$ cat src/rtl/rtc_tick_pkg.sv
package rtc_tick_pkg;
    // Control word, bit 0 at the end of the list
    typedef struct packed {
        logic [1:0] period_sel;   // bits 4:3
        logic       mode12;       // bit 2
        logic       alarm_en;     // bit 1
        logic       run;          // bit 0
    } rtc_ctrl_t;

    typedef enum logic [1:0] {
        EV_EVERY    = 2'd0,
        EV_SEC_ZERO = 2'd1,
        EV_MIN_ZERO = 2'd2,
        EV_HR_ZERO  = 2'd3
    } ev_sel_e;
endpackage

$ cat src/rtl/rtc_subsec_div.sv
module rtc_subsec_div #(
    parameter int SUB_W      = 15,
    parameter int HOUR_TICKS = 3600,
    parameter int HOUR_INIT  = 1800
) (
    input  logic        clk,
    input  logic        rst_n,
    input  logic        run_i,
    input  logic        en_i,
    input  logic [15:0] comp_i,
    output logic        tick_o
);
    localparam int PW = ((SUB_W + 2) > 17) ? (SUB_W + 2) : 17;
    localparam int HW = $clog2(HOUR_TICKS + 1);
    localparam logic [PW-1:0] PERIOD = {{(PW-1){1'b0}}, 1'b1} << SUB_W;

    typedef struct packed {
        logic [PW-1:0] remain;
        logic [HW-1:0] hour;
        logic          tick;
    } div_state_t;

    div_state_t st_d, st_q;
    logic signed [PW:0] trimmed;
    logic [PW-1:0]      trim_len;

    always_comb begin
        trimmed  = $signed({1'b0, PERIOD}) - $signed({{(PW+1-16){comp_i[15]}}, comp_i});
        trim_len = (trimmed[PW] || trimmed == '0) ? PW'(1) : trimmed[PW-1:0];

        st_d      = st_q;
        st_d.tick = 1'b0;
        if (run_i && en_i) begin
            if (st_q.remain == PW'(1)) begin
                st_d.tick = 1'b1;
                if (st_q.hour == HW'(1)) begin
                    st_d.hour   = HW'(HOUR_TICKS);
                    st_d.remain = trim_len;
                end else begin
                    st_d.hour   = st_q.hour - 1'b1;
                    st_d.remain = PERIOD;
                end
            end else begin
                st_d.remain = st_q.remain - 1'b1;
            end
        end
    end

    always_ff @(posedge clk) begin
        if (!rst_n) begin
            st_q.remain <= PERIOD;
            st_q.hour   <= HW'(HOUR_INIT);
            st_q.tick   <= 1'b0;
        end else begin
            st_q <= st_d;
        end
    end

    assign tick_o = st_q.tick;

    // a stopped divider keeps its partial second
    assert_pause_holds_R6: assert property (@(posedge clk) disable iff (!rst_n)
        !run_i |=> $stable(st_q.remain));
    // the divider never sits at zero, so a trimmed second cannot wrap
    assert_remain_nonzero_R5: assert property (@(posedge clk) disable iff (!rst_n)
        st_q.remain != '0);
    // the hour counter never reaches zero
    assert_hour_nonzero_R5: assert property (@(posedge clk) disable iff (!rst_n)
        st_q.hour != '0);
    // a tick needs a counted strobe while running
    assert_tick_source_R4: assert property (@(posedge clk) disable iff (!rst_n)
        st_q.tick |-> $past(run_i && en_i));
endmodule

$ cat src/rtl/rtc_alarm_cnt.sv
module rtc_alarm_cnt #(
    parameter int ALM_W      = 20,
    parameter int ALARM_INIT = 1800
) (
    input  logic             clk,
    input  logic             rst_n,
    input  logic             tick_i,
    input  logic             reload_i,
    input  logic [ALM_W-1:0] reload_val_i,
    input  logic             alm_en_i,
    output logic             evt_o
);
    typedef struct packed {
        logic [ALM_W-1:0] cnt;
        logic             evt;
    } alm_state_t;

    alm_state_t st_d, st_q;

    always_comb begin
        st_d     = st_q;
        st_d.evt = 1'b0;
        if (reload_i) begin
            st_d.cnt = reload_val_i;
        end else if (tick_i) begin
            if (st_q.cnt == ALM_W'(1) && alm_en_i) st_d.evt = 1'b1;
            if (st_q.cnt != '0) st_d.cnt = st_q.cnt - 1'b1;
        end
    end

    always_ff @(posedge clk) begin
        if (!rst_n) begin
            st_q.cnt <= ALM_W'(ALARM_INIT);
            st_q.evt <= 1'b0;
        end else begin
            st_q <= st_d;
        end
    end

    assign evt_o = st_q.evt;

    // an alarm pulse follows a tick taken with the alarm enabled
    assert_alarm_after_tick_R9: assert property (@(posedge clk) disable iff (!rst_n)
        st_q.evt |-> ($past(tick_i) && $past(alm_en_i)));
    // the pulse lasts one cycle
    assert_alarm_single_R9: assert property (@(posedge clk) disable iff (!rst_n)
        st_q.evt |=> !st_q.evt);
    // a reload lands the presented value
    assert_reload_value_R8: assert property (@(posedge clk) disable iff (!rst_n)
        reload_i |=> st_q.cnt == $past(reload_val_i));
endmodule

$ cat src/rtl/rtc_period_sel.sv
module rtc_period_sel
    import rtc_tick_pkg::*;
(
    input  logic       clk,
    input  logic       rst_n,
    input  logic       tick_i,
    input  ev_sel_e    sel_i,
    input  logic [5:0] sec_i,
    input  logic [5:0] min_i,
    input  logic [4:0] hour_i,
    output logic       evt_o
);
    logic evt_d, evt_q;
    logic hit;

    always_comb begin
        unique case (sel_i)
            EV_EVERY:    hit = 1'b1;
            EV_SEC_ZERO: hit = (sec_i == '0);
            EV_MIN_ZERO: hit = (min_i == '0);
            default:     hit = (hour_i == '0);
        endcase
        evt_d = tick_i && hit;
    end

    always_ff @(posedge clk) begin
        if (!rst_n) evt_q <= 1'b0;
        else        evt_q <= evt_d;
    end

    assign evt_o = evt_q;

    // a periodic pulse only ever follows a tick
    assert_periodic_after_tick_R7: assert property (@(posedge clk) disable iff (!rst_n)
        evt_q |-> $past(tick_i));
    // the every-second select never skips a tick
    assert_every_tick_R7: assert property (@(posedge clk) disable iff (!rst_n)
        (tick_i && sel_i == EV_EVERY) |=> evt_q);
endmodule

$ cat src/rtl/rtc_tick_alarm.sv
module rtc_tick_alarm
    import rtc_tick_pkg::*;
#(
    parameter int SUB_W      = 15,
    parameter int HOUR_TICKS = 3600,
    parameter int HOUR_INIT  = 1800,
    parameter int ALARM_INIT = 1800,
    parameter int ALM_W      = 20
) (
    input  logic             clk,
    input  logic             rst_n,
    input  logic             en32k_i,
    input  logic             ctrl_we,
    input  logic [7:0]       ctrl_wdata,
    input  logic             comp_hi_we,
    input  logic             comp_lo_we,
    input  logic [7:0]       comp_wbyte,
    input  logic             alarm_load,
    input  logic [ALM_W-1:0] alarm_secs,
    input  logic [5:0]       cur_sec,
    input  logic [5:0]       cur_min,
    input  logic [4:0]       cur_hour,
    output logic [4:0]       ctrl_rd,
    output logic [15:0]      comp_rd,
    output logic             sec_tick,
    output logic             periodic_evt,
    output logic             alarm_evt
);
    typedef struct packed {
        rtc_ctrl_t   ctrl;
        logic [15:0] comp;
    } regs_t;

    regs_t regs_d, regs_q;
    logic  reload;

    always_comb begin
        regs_d = regs_q;
        if (ctrl_we)    regs_d.ctrl       = rtc_ctrl_t'(ctrl_wdata[4:0]);
        if (comp_hi_we) regs_d.comp[15:8] = comp_wbyte;
        if (comp_lo_we) regs_d.comp[7:0]  = comp_wbyte;
        // the reload looks at the control word as it stands after this write
        reload = (ctrl_we || alarm_load) && regs_d.ctrl.run && regs_d.ctrl.alarm_en;
    end

    always_ff @(posedge clk) begin
        if (!rst_n) regs_q <= '0;
        else        regs_q <= regs_d;
    end

    rtc_subsec_div #(
        .SUB_W     (SUB_W),
        .HOUR_TICKS(HOUR_TICKS),
        .HOUR_INIT (HOUR_INIT)
    ) u_div (
        .clk   (clk),
        .rst_n (rst_n),
        .run_i (regs_q.ctrl.run),
        .en_i  (en32k_i),
        .comp_i(regs_q.comp),
        .tick_o(sec_tick)
    );

    rtc_alarm_cnt #(
        .ALM_W     (ALM_W),
        .ALARM_INIT(ALARM_INIT)
    ) u_alarm (
        .clk         (clk),
        .rst_n       (rst_n),
        .tick_i      (sec_tick),
        .reload_i    (reload),
        .reload_val_i(alarm_secs),
        .alm_en_i    (regs_q.ctrl.alarm_en),
        .evt_o       (alarm_evt)
    );

    rtc_period_sel u_period (
        .clk   (clk),
        .rst_n (rst_n),
        .tick_i(sec_tick),
        .sel_i (ev_sel_e'(regs_q.ctrl.period_sel)),
        .sec_i (cur_sec),
        .min_i (cur_min),
        .hour_i(cur_hour),
        .evt_o (periodic_evt)
    );

    assign ctrl_rd = regs_q.ctrl;
    assign comp_rd = regs_q.comp;

    // a control write is visible on the readback one cycle later
    assert_ctrl_readback_R2: assert property (@(posedge clk) disable iff (!rst_n)
        ctrl_we |=> ctrl_rd == $past(ctrl_wdata[4:0]));
    // a high-byte-only write leaves the low byte alone
    assert_comp_lo_kept_R3: assert property (@(posedge clk) disable iff (!rst_n)
        (comp_hi_we && !comp_lo_we) |=> comp_rd[7:0] == $past(comp_rd[7:0]));
endmodule

$ cat config.mk
export PLATFORM = sky130hd
export DESIGN_NAME = rtc_tick_alarm
export DESIGN_NICKNAME = d
export VERILOG_FILES = /design/src/rtl/rtc_tick_pkg.sv /design/src/rtl/rtc_subsec_div.sv /design/src/rtl/rtc_alarm_cnt.sv /design/src/rtl/rtc_period_sel.sv /design/src/rtl/rtc_tick_alarm.sv
export SDC_FILE = /design/constraint.sdc
export NUM_CORES = 1
export LEC_CHECK = 0
export BUFFER_PORTS_ARGS = -buffer_cell sky130_fd_sc_hd__buf_4
export CORE_AREA = 2 2 93 95
export CTS_BUF_LIST = sky130_fd_sc_hd__clkbuf_2 sky130_fd_sc_hd__clkbuf_4 sky130_fd_sc_hd__clkbuf_8
export DETAILED_ROUTE_END_ITERATION = 8
export DIE_AREA = 0 0 95 97
export GPL_ROUTABILITY_DRIVEN = 1
export MAX_ROUTING_LAYER = met4
export PLACE_DENSITY = 0.76
export SETUP_SLACK_MARGIN = 0.2
export SLEW_MARGIN = 0
export SYNTH_ARGS = -nofsm -noshare
export SYNTH_HDL_FRONTEND = slang
export SYNTH_SLANG_ARGS = --single-unit
export TNS_END_PERCENT = 100
$ cat constraint.sdc
create_clock -name clk -period 2.2 [get_ports clk]
set_input_delay 0.44 -clock clk [delete_from_list [all_inputs] [get_ports clk]]
set_output_delay 0.44 -clock clk [all_outputs]
set_load 0.02 [all_outputs]
# Word level (Yosys, flattened, before mapping)
# Index checks and enable logic that the tools add are counted.
totals:
  wordCells: 52
  input_bits: 60
  output_inout_bits: 24
  register_bits: 73
classes:
  addsub: 4
  n_eq_ne: 5
  n_mux: 10
  n_reduce_logical: 19
  bitwise: 2
ops:
  columns: ["op", "count"]
  rows:
  - ["two-way mux 20 bit", 2]
  - ["two-way mux 17 bit", 2]
  - ["two-way mux 29 bit", 1]
  - ["two-way mux 21 bit", 1]
  - ["== test 20 x 1 -> 1 bit (second input constant)", 1]
  - ["nonzero test 20 bit", 1]
  - ["subtractor 20 x 1 -> 20 bit (second input constant)", 1]
  - ["logical NOT 18 bit", 1]
  - ["subtractor 17 x 16 -> 18 bit (first input constant)", 1]
  - ["== test 17 x 1 -> 1 bit (second input constant)", 1]
  - ["subtractor 17 x 1 -> 17 bit (second input constant)", 1]
  - ["== test 12 x 1 -> 1 bit (second input constant)", 1]
  - ["logical NOT 6 bit", 2]
  - ["subtractor 12 x 1 -> 12 bit (second input constant)", 1]
  - ["AND reduction 2 bit", 3]
  - ["logical AND 1 bit", 5]
  - ["logical NOT 5 bit", 1]
  - ["nonzero test 2 bit", 2]
  - ["one-hot mux 1 bit (3 select lines)", 1]
  - ["OR reduction 3 bit", 1]
  - ["== test 2 x 1 -> 1 bit (second input constant)", 1]
  - ["== test 2 bit (second input constant)", 1]
  - ["logical NOT 2 bit", 1]
  - ["logical OR 1 bit", 2]
  - ["other kinds (3)", 5]

# Longest topological paths before layout
# Gate-level depths: netlist (run 1).
depth:
  word_depth: 6
  ltp_mapped: 10
  ltp_nobuf: 8

# Modules after synthesis
# From an unflattened synthesis (run 1), not the netlist that was laid out.
hier_totals:
  hier_cells: 521
  hier_area_um2: 4365.4
modules_own_cells:
  columns: ["module", "instances", "cells_per_inst", "area_each_um2", "seq_area_each_um2"]
  rows:
  - ["rtc_subsec_div", 1, 287, 2202.1, 600.6]
  - ["rtc_alarm_cnt", 1, 150, 1262.5, 420.4]
  - ["rtc_tick_alarm", 1, 71, 814.5, 420.4]
  - ["rtc_period_sel", 1, 13, 86.3, 20.0]

# Worst setup path before layout (run 1)
# No wires, ideal clock.
synth_path:
  path_kind: "flip-flop to flip-flop"
  startpoint: "reg regs_q[0], in the netlist comp_rd[0]"
  endpoint: "reg u_div.st_q[14] (netlist bit)"
  setup_time_ps: 137
  slack_ps: -254
  period_less_slack_ps: 2454
  path_stages_with_launch: 7
  arrival_time_ps: 2317
  path_buffers: 0
  required_ps: 2063
  path_cell_list: "dfxtp_1 -> or4_4 -> or3_1 -> xor2_1 -> or4_1 -> o311ai_1 -> a221oi_1"
synth_between:
  elab_chain_cells: 6
synth_lines:
  columns: ["item", "line_no", "text"]
  rows:
  - ["start, declared", "rtc_tick_alarm.sv:34", "regs_t regs_d, regs_q;"]
  - ["start signal, assigned", "rtc_tick_alarm.sv:48", "else regs_q <= regs_d;"]
  - ["subtractor 17 x 16 -> 18 bit (*)", "rtc_subsec_div.sv:28", "trimmed = $signed({1'b0, PERIOD}) - $signed({{(PW+1-16){comp_i[15]}}, comp_i});"]
  - ["logical NOT 18 bit", "rtc_subsec_div.sv:29", "trim_len = (trimmed[PW] || trimmed == '0) ? PW'(1) : trimmed[PW-1:0];"]
  - ["logical OR 1 bit", "rtc_subsec_div.sv:29", null]
  - ["two-way mux 17 bit (*)", "rtc_subsec_div.sv:29", null]
  - ["two-way mux 29 bit (*)", "rtc_subsec_div.sv:36", "if (st_q.hour == HW'(1)) begin"]
  - ["two-way mux 17 bit (*)", "rtc_subsec_div.sv:34", "if (st_q.remain == PW'(1)) begin"]
  - ["end signal, assigned", "rtc_subsec_div.sv:55", "st_q <= st_d;"]
  - ["end, declared", "rtc_subsec_div.sv:23", "div_state_t st_d, st_q;"]
# Every way passes the cells marked *; elsewhere a longest branch is shown, timed or not.
# A chain may end at the register's enable or synchronous reset.

# Worst setup path in the final report (run 1)
layout_path:
  startpoint: "reg u_div.st_q[22] (netlist bit)"
  endpoint: "reg u_div.st_q[12] (netlist bit)"
layout_between:
  elab_chain_cells: 2
layout_lines:
  columns: ["item", "line_no"]
  rows:
  - ["== test 17 x 1 -> 1 bit", "rtc_subsec_div.sv:34"]
  - ["AND reduction 2 bit (no line)", null]
# Every way passes these cells.

==> results of run 1 <==
area by class of cell:
cell class              count  area, µm²  share of cell area [%]
multi-input cells         387       2860                    47.3
clock inverters             6       67.6                    1.12
well taps                 105        131                    2.18
flip-flops and latches     73       1470                    24.4
repair buffers            162       1340                    22.1
inverters                  11       41.3                   0.684
clock buffers              10        131                    2.18
stage by stage:
| stage | setup slack [ns] | cell area (µm²) |
|---|---|---|
| after detailed placement | -0.202 | 5180 |
| final | -0.183 | 6030 |
| after CTS | -0.137 | 5700 |
| after global placement | -0.171 | 5180 |
| after global routing | -0.280 | 6030 |
| after floorplan | -0.172 | 4170 |
cell usage after synthesis, types with 2 or more instances:
library cell | n | area [µm²]
nand2b_1 | 3 | 18.8
nor3_1 | 21 | 105
dfxtp_1 | 73 | 1460
nand4_1 | 6 | 37.5
inv_1 | 10 | 37.5
nand2_1 | 30 | 113
a31oi_1 | 11 | 68.8
or4_4 | 2 | 22.5
a211oi_1 | 4 | 30.0
mux2i_1 | 24 | 240
o31a_1 | 3 | 26.3
or3_1 | 7 | 43.8
and3_1 | 7 | 43.8
clkbuf_1 | 23 | 86.3
o31ai_1 | 2 | 15.0
o41ai_1 | 2 | 17.5
o22ai_1 | 3 | 18.8
nor3b_1 | 3 | 22.5
nand3_1 | 16 | 80.1
nor4_1 | 19 | 119
nand4b_1 | 3 | 26.3
or4_1 | 6 | 45.0
nor4b_1 | 4 | 35.0
o2111ai_1 | 2 | 17.5
a221oi_1 | 3 | 26.3
xnor2_1 | 22 | 193
nor2_1 | 58 | 218
buf_4 | 2 | 15.0
ha_1 | 8 | 100
a21oi_1 | 32 | 160
and2_1 | 2 | 12.5
or2_2 | 2 | 12.5
xor2_1 | 16 | 140
nand3b_1 | 5 | 37.5
o221a_2 | 3 | 33.8
o21a_1 | 2 | 15.0
o21ai_0 | 34 | 170
o211ai_1 | 5 | 37.5
metal layers:
layer	vias up	share of wire, %	global-route usage, %
li1	2129	-	-
met1	2102	40	30.9
met2	161	52	47.0
met3	33	5.1	4.21
met4	0	3.0	9.70
met5	-	0	-
critical path, cell delays in order (launching register included):
cell and delay [ns]:
dfxtp_2 0.33, or4_4 0.56, nor4b_4 0.36, buf_4 0.20, nand3_4 0.10, nor4_4 0.36
buf_4 0.18, buf_6 0.08, a311oi_2 0.08
sequential cells by signal, indices dropped and copies added, names as in the netlist:
| register | cells |
|---|---|
| u_alarm.evt_o | 1 |
| u_alarm.st_q | 20 |
| ctrl_rd | 5 |
| comp_rd | 16 |
| u_div.st_q | 29 |
| u_period.evt_o | 1 |
| u_div.tick_o | 1 |
timing repair:
item	CTS	global route
resized for setup	48	39
gates cloned	1	0
setup buffers	12	15
endpoints found under the setup margin	31	45
pin swaps	27	21
worst max-delay path by stage:
| stage | start | to | slack [ns] | cells after the start |
|---|---|---|---|---|
| final | u_div.st_q[22] | u_div.st_q[12] | -0.18 | 8 |
| after global routing | u_div.st_q[22] | u_div.st_q[12] | -0.28 | 8 |
| after CTS | comp_rd[0] | u_div.st_q[14] | -0.14 | 6 |
| after detailed placement | comp_rd[0] | u_div.st_q[14] | -0.20 | 6 |
| after global placement | comp_rd[0] | u_div.st_q[14] | -0.17 | 6 |
| after floorplan | comp_rd[0] | u_div.st_q[14] | -0.17 | 6 |
power breakdown:
group | switching, mW | leakage [nW] | internal, mW | total (mW)
Combinational | 0.427 | 1.75 | 0.429 | 0.856
Clock | 0.541 | 0.0963 | 0.540 | 1.08
Sequential | 0.0737 | 0.599 | 1.38 | 1.45
Total | 1.04 | 2.44 | 2.35 | 3.39
logic make-up after synthesis:
logic type | Yosys count | synth area share [%]
DFF | 73 | 35.5
buffers and inverters | 38 | 3.86
adders and majority gates | 8 | 2.43
and+or+nand+nor | 201 | 26.7
AOI/OAI and AO/OA | 115 | 17.3
muxes | 25 | 6.11
xor gates and xnor gates | 38 | 8.08
==> run metrics, run 1 <==
status=finished with violations; violated checks=design-rule violations, negative setup slack; initial antenna violation count=0; hold path cells=3; synthesized net count=566; Hold Crit Start=alarm_secs[9]; IO buf count=80; CTS H-Tree Depth=3; initial core utilization=50.6%; leakage dissipation=2.44 nW; vias=4,425; number of synthesized register bits=73; post-synthesis cell type count=58; Layout Cells excl Fill=754; Post-synth EDFFs=0; Clock Path Buffers=2; Worst setup SP type=register; CP arrival=2.61 ns; Syn Area/Cell=8.27 µm²; Async SR Flop Fraction=0%; CTS root buffer=clkbuf_8; Filler Cell Count=572; chip width=95 µm; final setup fails=28; hold_buf cts=0; nets@finish=712; CP max FO=3; Max Cap Viol=0; mapped cell area=0.00412 mm²; Slew headroom=68.0%; Setup TNS Final=-2.44 ns; Die Y=97 µm; Top-Level Pins=84; worst r2r src=u_div.st_q[22]; max-slew violations=0; DRT iter0 DRCs=247; WP data required=2.42 ns; overall power=3.39 mW; sequential share of the synthesized area=35.5%; Antenna Nets Post-Route=0; cell area power density=562 mW/mm²; Worst-Skew Late Latency=0.36 ns; area of the die=0.00922 mm²; DR DRC count=2; WL/cell=17.0 µm; maximum number of pins on one net before global-route repair=36; dpl hpwl=8220 µm; Worst-Margin Slew=0.479 ns; crit path kind=register to register; ANT cells=0; Worst Hold Slack=0.319 ns; global-route wire length before repair=19,500 µm; Placer Congestion=0.908; setup ws final=-0.183 ns; grt ovf=0; Layout area overhead=46.5%; Hold Fails Final Rpt=0; min-delay worst type=input port to register; Finished Core Util=74.2%; path depth of the worst reg2reg path=8; share of layout cells above drive strength 1=39.0%; clk slew on worst S/H paths=0.08 ns; row cnt=33; CP Capture Type=register; cell total after placement=710; Post-Route WL=12,800 µm; vias per inst=5.87; most common cell after layout, fill and taps aside=buf_4; Reg-to-Reg End=u_div.st_q[12]; Ys Warns=0; Fin Clk Skew=0.0109 ns; hold endpoint=u_alarm.st_q[10]; CTS sink count=73; DRT Pass-1 Iters=6; Primary FF master, synth=dfxtp_1; commonest cells after routing, fill and taps aside=buf_4 (145), dfxtp_1 (66), nor2_1 (53); f_max=420 MHz; vias in the first global route=4,201; setup repair after global routing missed its margin=yes; post-synthesis cell count=498; Period minus WS final=2.38 ns; Tot GR Track Use=27.0%; TritonCTS clock tree=yes; Peak VDD IR=450 µV; total core area=0.00813 mm²; part of the cycle the worst path needs=108%; worst reg2reg setup slack=-0.18 ns; CTS buffer count=9
Power figures use the tool's default switching activity.
==> inputs of run 2 (changes only) <==
- CELL_PAD_IN_SITES_DETAIL_PLACEMENT: unset -> 1
- CELL_PAD_IN_SITES_GLOBAL_PLACEMENT: unset -> 1
- CORE_AREA: 2 2 93 95 -> 2 2 108 110
- DIE_AREA: 0 0 95 97 -> 0 0 110 112
==> run metrics, run 2 (same netlist as run 1, synthesis figures left out) <==
status=finished with violations; violated checks=negative setup slack; worst r2r src=comp_rd[0]; CTS buffer count=9 (unchanged); CTS H-Tree Depth=3 (unchanged); WL/cell=19.8 µm (+17%); Filler Cell Count=1,315 (+130%); DRT iter0 DRCs=297 (+20%); Setup TNS Final=-0.767 ns (+1.67 ns); row cnt=39 (+18%); Layout Cells excl Fill=795 (+5.4%); Top-Level Pins=84 (unchanged); Max Cap Viol=0 (unchanged); crit path from=comp_rd[0]; initial core utilization=36.9% (-14 points); initial antenna violation count=0 (unchanged); crit path kind=register to register; hold_buf cts=0 (unchanged); register with the most flip-flops=u_div.st_q; overall power=3.58 mW (+5.7%); Slew headroom=68.8% (+0.78 points); cell area power density=574 mW/mm² (+2.2%); f_max=419 MHz (-0.25%); Routed met3 length=569 µm (-12%); clk slew on worst S/H paths=0.08 ns (about the same); final setup fails=11 (-61%); part of the cycle the worst path needs=109% (+0.27 points); commonest cells after routing, fill and taps aside=buf_4 (144), dfxtp_1 (65), nor2_1 (49); leakage dissipation=2.50 nW (+2.4%); area of the die=0.0123 mm² (+34%); Crit-path slowest cell=or4_4; nets@finish=716 (+0.56%); CTS root buffer=clkbuf_8; most frequent CP cell=or4_4; CP Capture Type=register; area of the multi-input gates=0.00297 mm² (+4.0%); DR top layer=met4; IO buf count=80 (unchanged); global-route wire length before repair=23,000 µm (+18%); Reg-to-Reg End=u_div.st_q[14]; setup ws final=-0.189 ns (-0.00597 ns); worst path cell trace=or4_4 -> or3_1 -> xor2_1 -> or4_4 -> o311ai_4 -> a221oi_2; DR DRC count=0 (-2); Clock Path Buffers=2 (unchanged); worst reg2reg setup slack=-0.19 ns (about the same); cell total after placement=753 (+6.1%); Worst-Skew Late Latency=0.38 ns (+0.02 ns); DR WL met2=8490 µm (+27%); max reg flops=29 (unchanged); setup repair after global routing missed its margin=yes; vias in the first global route=4,628 (+10%); ANT cells=0 (unchanged); Period minus WS final=2.39 ns (+0.00597 ns); Die Y=112 µm (+15%); CP max FO=4 (+1); Met1 Wirelength=6120 µm (+21%); Hold Fails Final Rpt=0 (unchanged); vias=4,530 (+2.4%); Placer Congestion=0.881 (-2.9%); Hold Crit Start=alarm_secs[9]; hold endpoint=u_alarm.st_q[10]; vias per inst=5.70 (-2.9%); maximum number of pins on one net before global-route repair=42 (+17%); Fin Clk Skew=0.0131 ns (+0.00223 ns); Peak VDD IR=428 µV (-4.8%); Antenna Nets Post-Route=0 (unchanged); dpl hpwl=9960 µm (+21%); WP data required=2.46 ns (+0.04 ns); hold path cells=3 (unchanged); total core area=0.0112 mm² (+37%); Layout area overhead=51.5%; Crit path largest cell delay=0.53 ns (-0.03 ns); Worst setup SP type=register; path depth of the worst reg2reg path=6 (-2); Tot GR Track Use=24.7% (-2.3 points); chip width=110 µm (+16%); Reg area=0.00147 mm² (about the same); Post-Route WL=15,700 µm (+23%); grt ovf=0 (unchanged); Worst-Margin Slew=0.468 ns (-0.0111 ns); CP arrival=2.65 ns (+0.04 ns); max-slew violations=0 (unchanged); share of layout cells above drive strength 1=40.8% (+1.8 points); CTS sink count=73 (unchanged); min-delay worst type=input port to register; most common cell after layout, fill and taps aside=buf_4; DRT Pass-1 Iters=4 (-2); Post-Place Worst Slack=-0.231 ns (-0.0292 ns); TritonCTS clock tree=yes
run 2: cell count changes in the layout (fill, tap and decap cells not counted), moves of 3 or more:
cell	previous run	this run
buf_6	11	18
nor2_1	53	49
o21ai_0	23	27
buf_12	4	1
nor2_4	2	5
nor4_2	6	3
o21ai_1	6	3
run 2: how the worst max path moves through the flow:
stage                           endpoint  slack (ns)  cells past startpoint
after floorplan           u_div.st_q[14]       -0.17                      6
after global placement    u_div.st_q[14]       -0.18                      6
after detailed placement  u_div.st_q[14]       -0.23                      6
after CTS                 u_div.st_q[14]       -0.15                      6
after global routing      u_div.st_q[14]       -0.24                      6
final                     u_div.st_q[14]       -0.19                      6
run 2: where the power goes:
| part | leakage [nW] | internal, mW | total [mW] | switching, mW |
|---|---|---|---|---|
| Combinational | 1.80 | 0.459 | 0.934 | 0.475 |
| Sequential | 0.600 | 1.38 | 1.46 | 0.0758 |
| Clock | 0.106 | 0.645 | 1.19 | 0.549 |
| Total | 2.50 | 2.48 | 3.58 | 1.10 |
run 2: metal layers:
layer | global-route usage [%] | up-vias
met5 | - | -
met4 | 9.79 | 0
met3 | 4.39 | 49
met2 | 42.5 | 130
met1 | 27.9 | 2219
li1 | - | 2132
run 2: worst max-delay path: cells and delay by family (launching register included):
kind,cells,cell delay (ns)
AOI/OAI and AO/OA,2,0.34
DFF,1,0.36
xor gates and xnor gates,1,0.18
and+or+nand+nor,3,1.40
run 2: final cells by class:
class,count,share of cell area [%]
flip-flops and latches,73,23.6
repair buffers,166,21.8
multi-input cells,387,47.6
clock buffers,10,2.11
clock inverters,5,1.30
well taps,143,2.87
inverters,11,0.702
run 2: through the flow:
step	hold slack [ns]	utilization, %	instance area [µm²]
2_1_floorplan	0.432	-	4170
3_3_place_gp	0.450	47.2	5280
3_5_place_dp	0.464	47.2	5280
4_1_cts	0.274	52.4	5850
5_1_grt	0.275	55.9	6240
6_report	0.286	55.9	6240
run 2: repair_timing:
action	4_1_cts	5_1_grt
setup endpoints to repair	29	42
pin swaps	37	17
cloned	1	0
buffers inserted	12	14
resized for setup	59	51
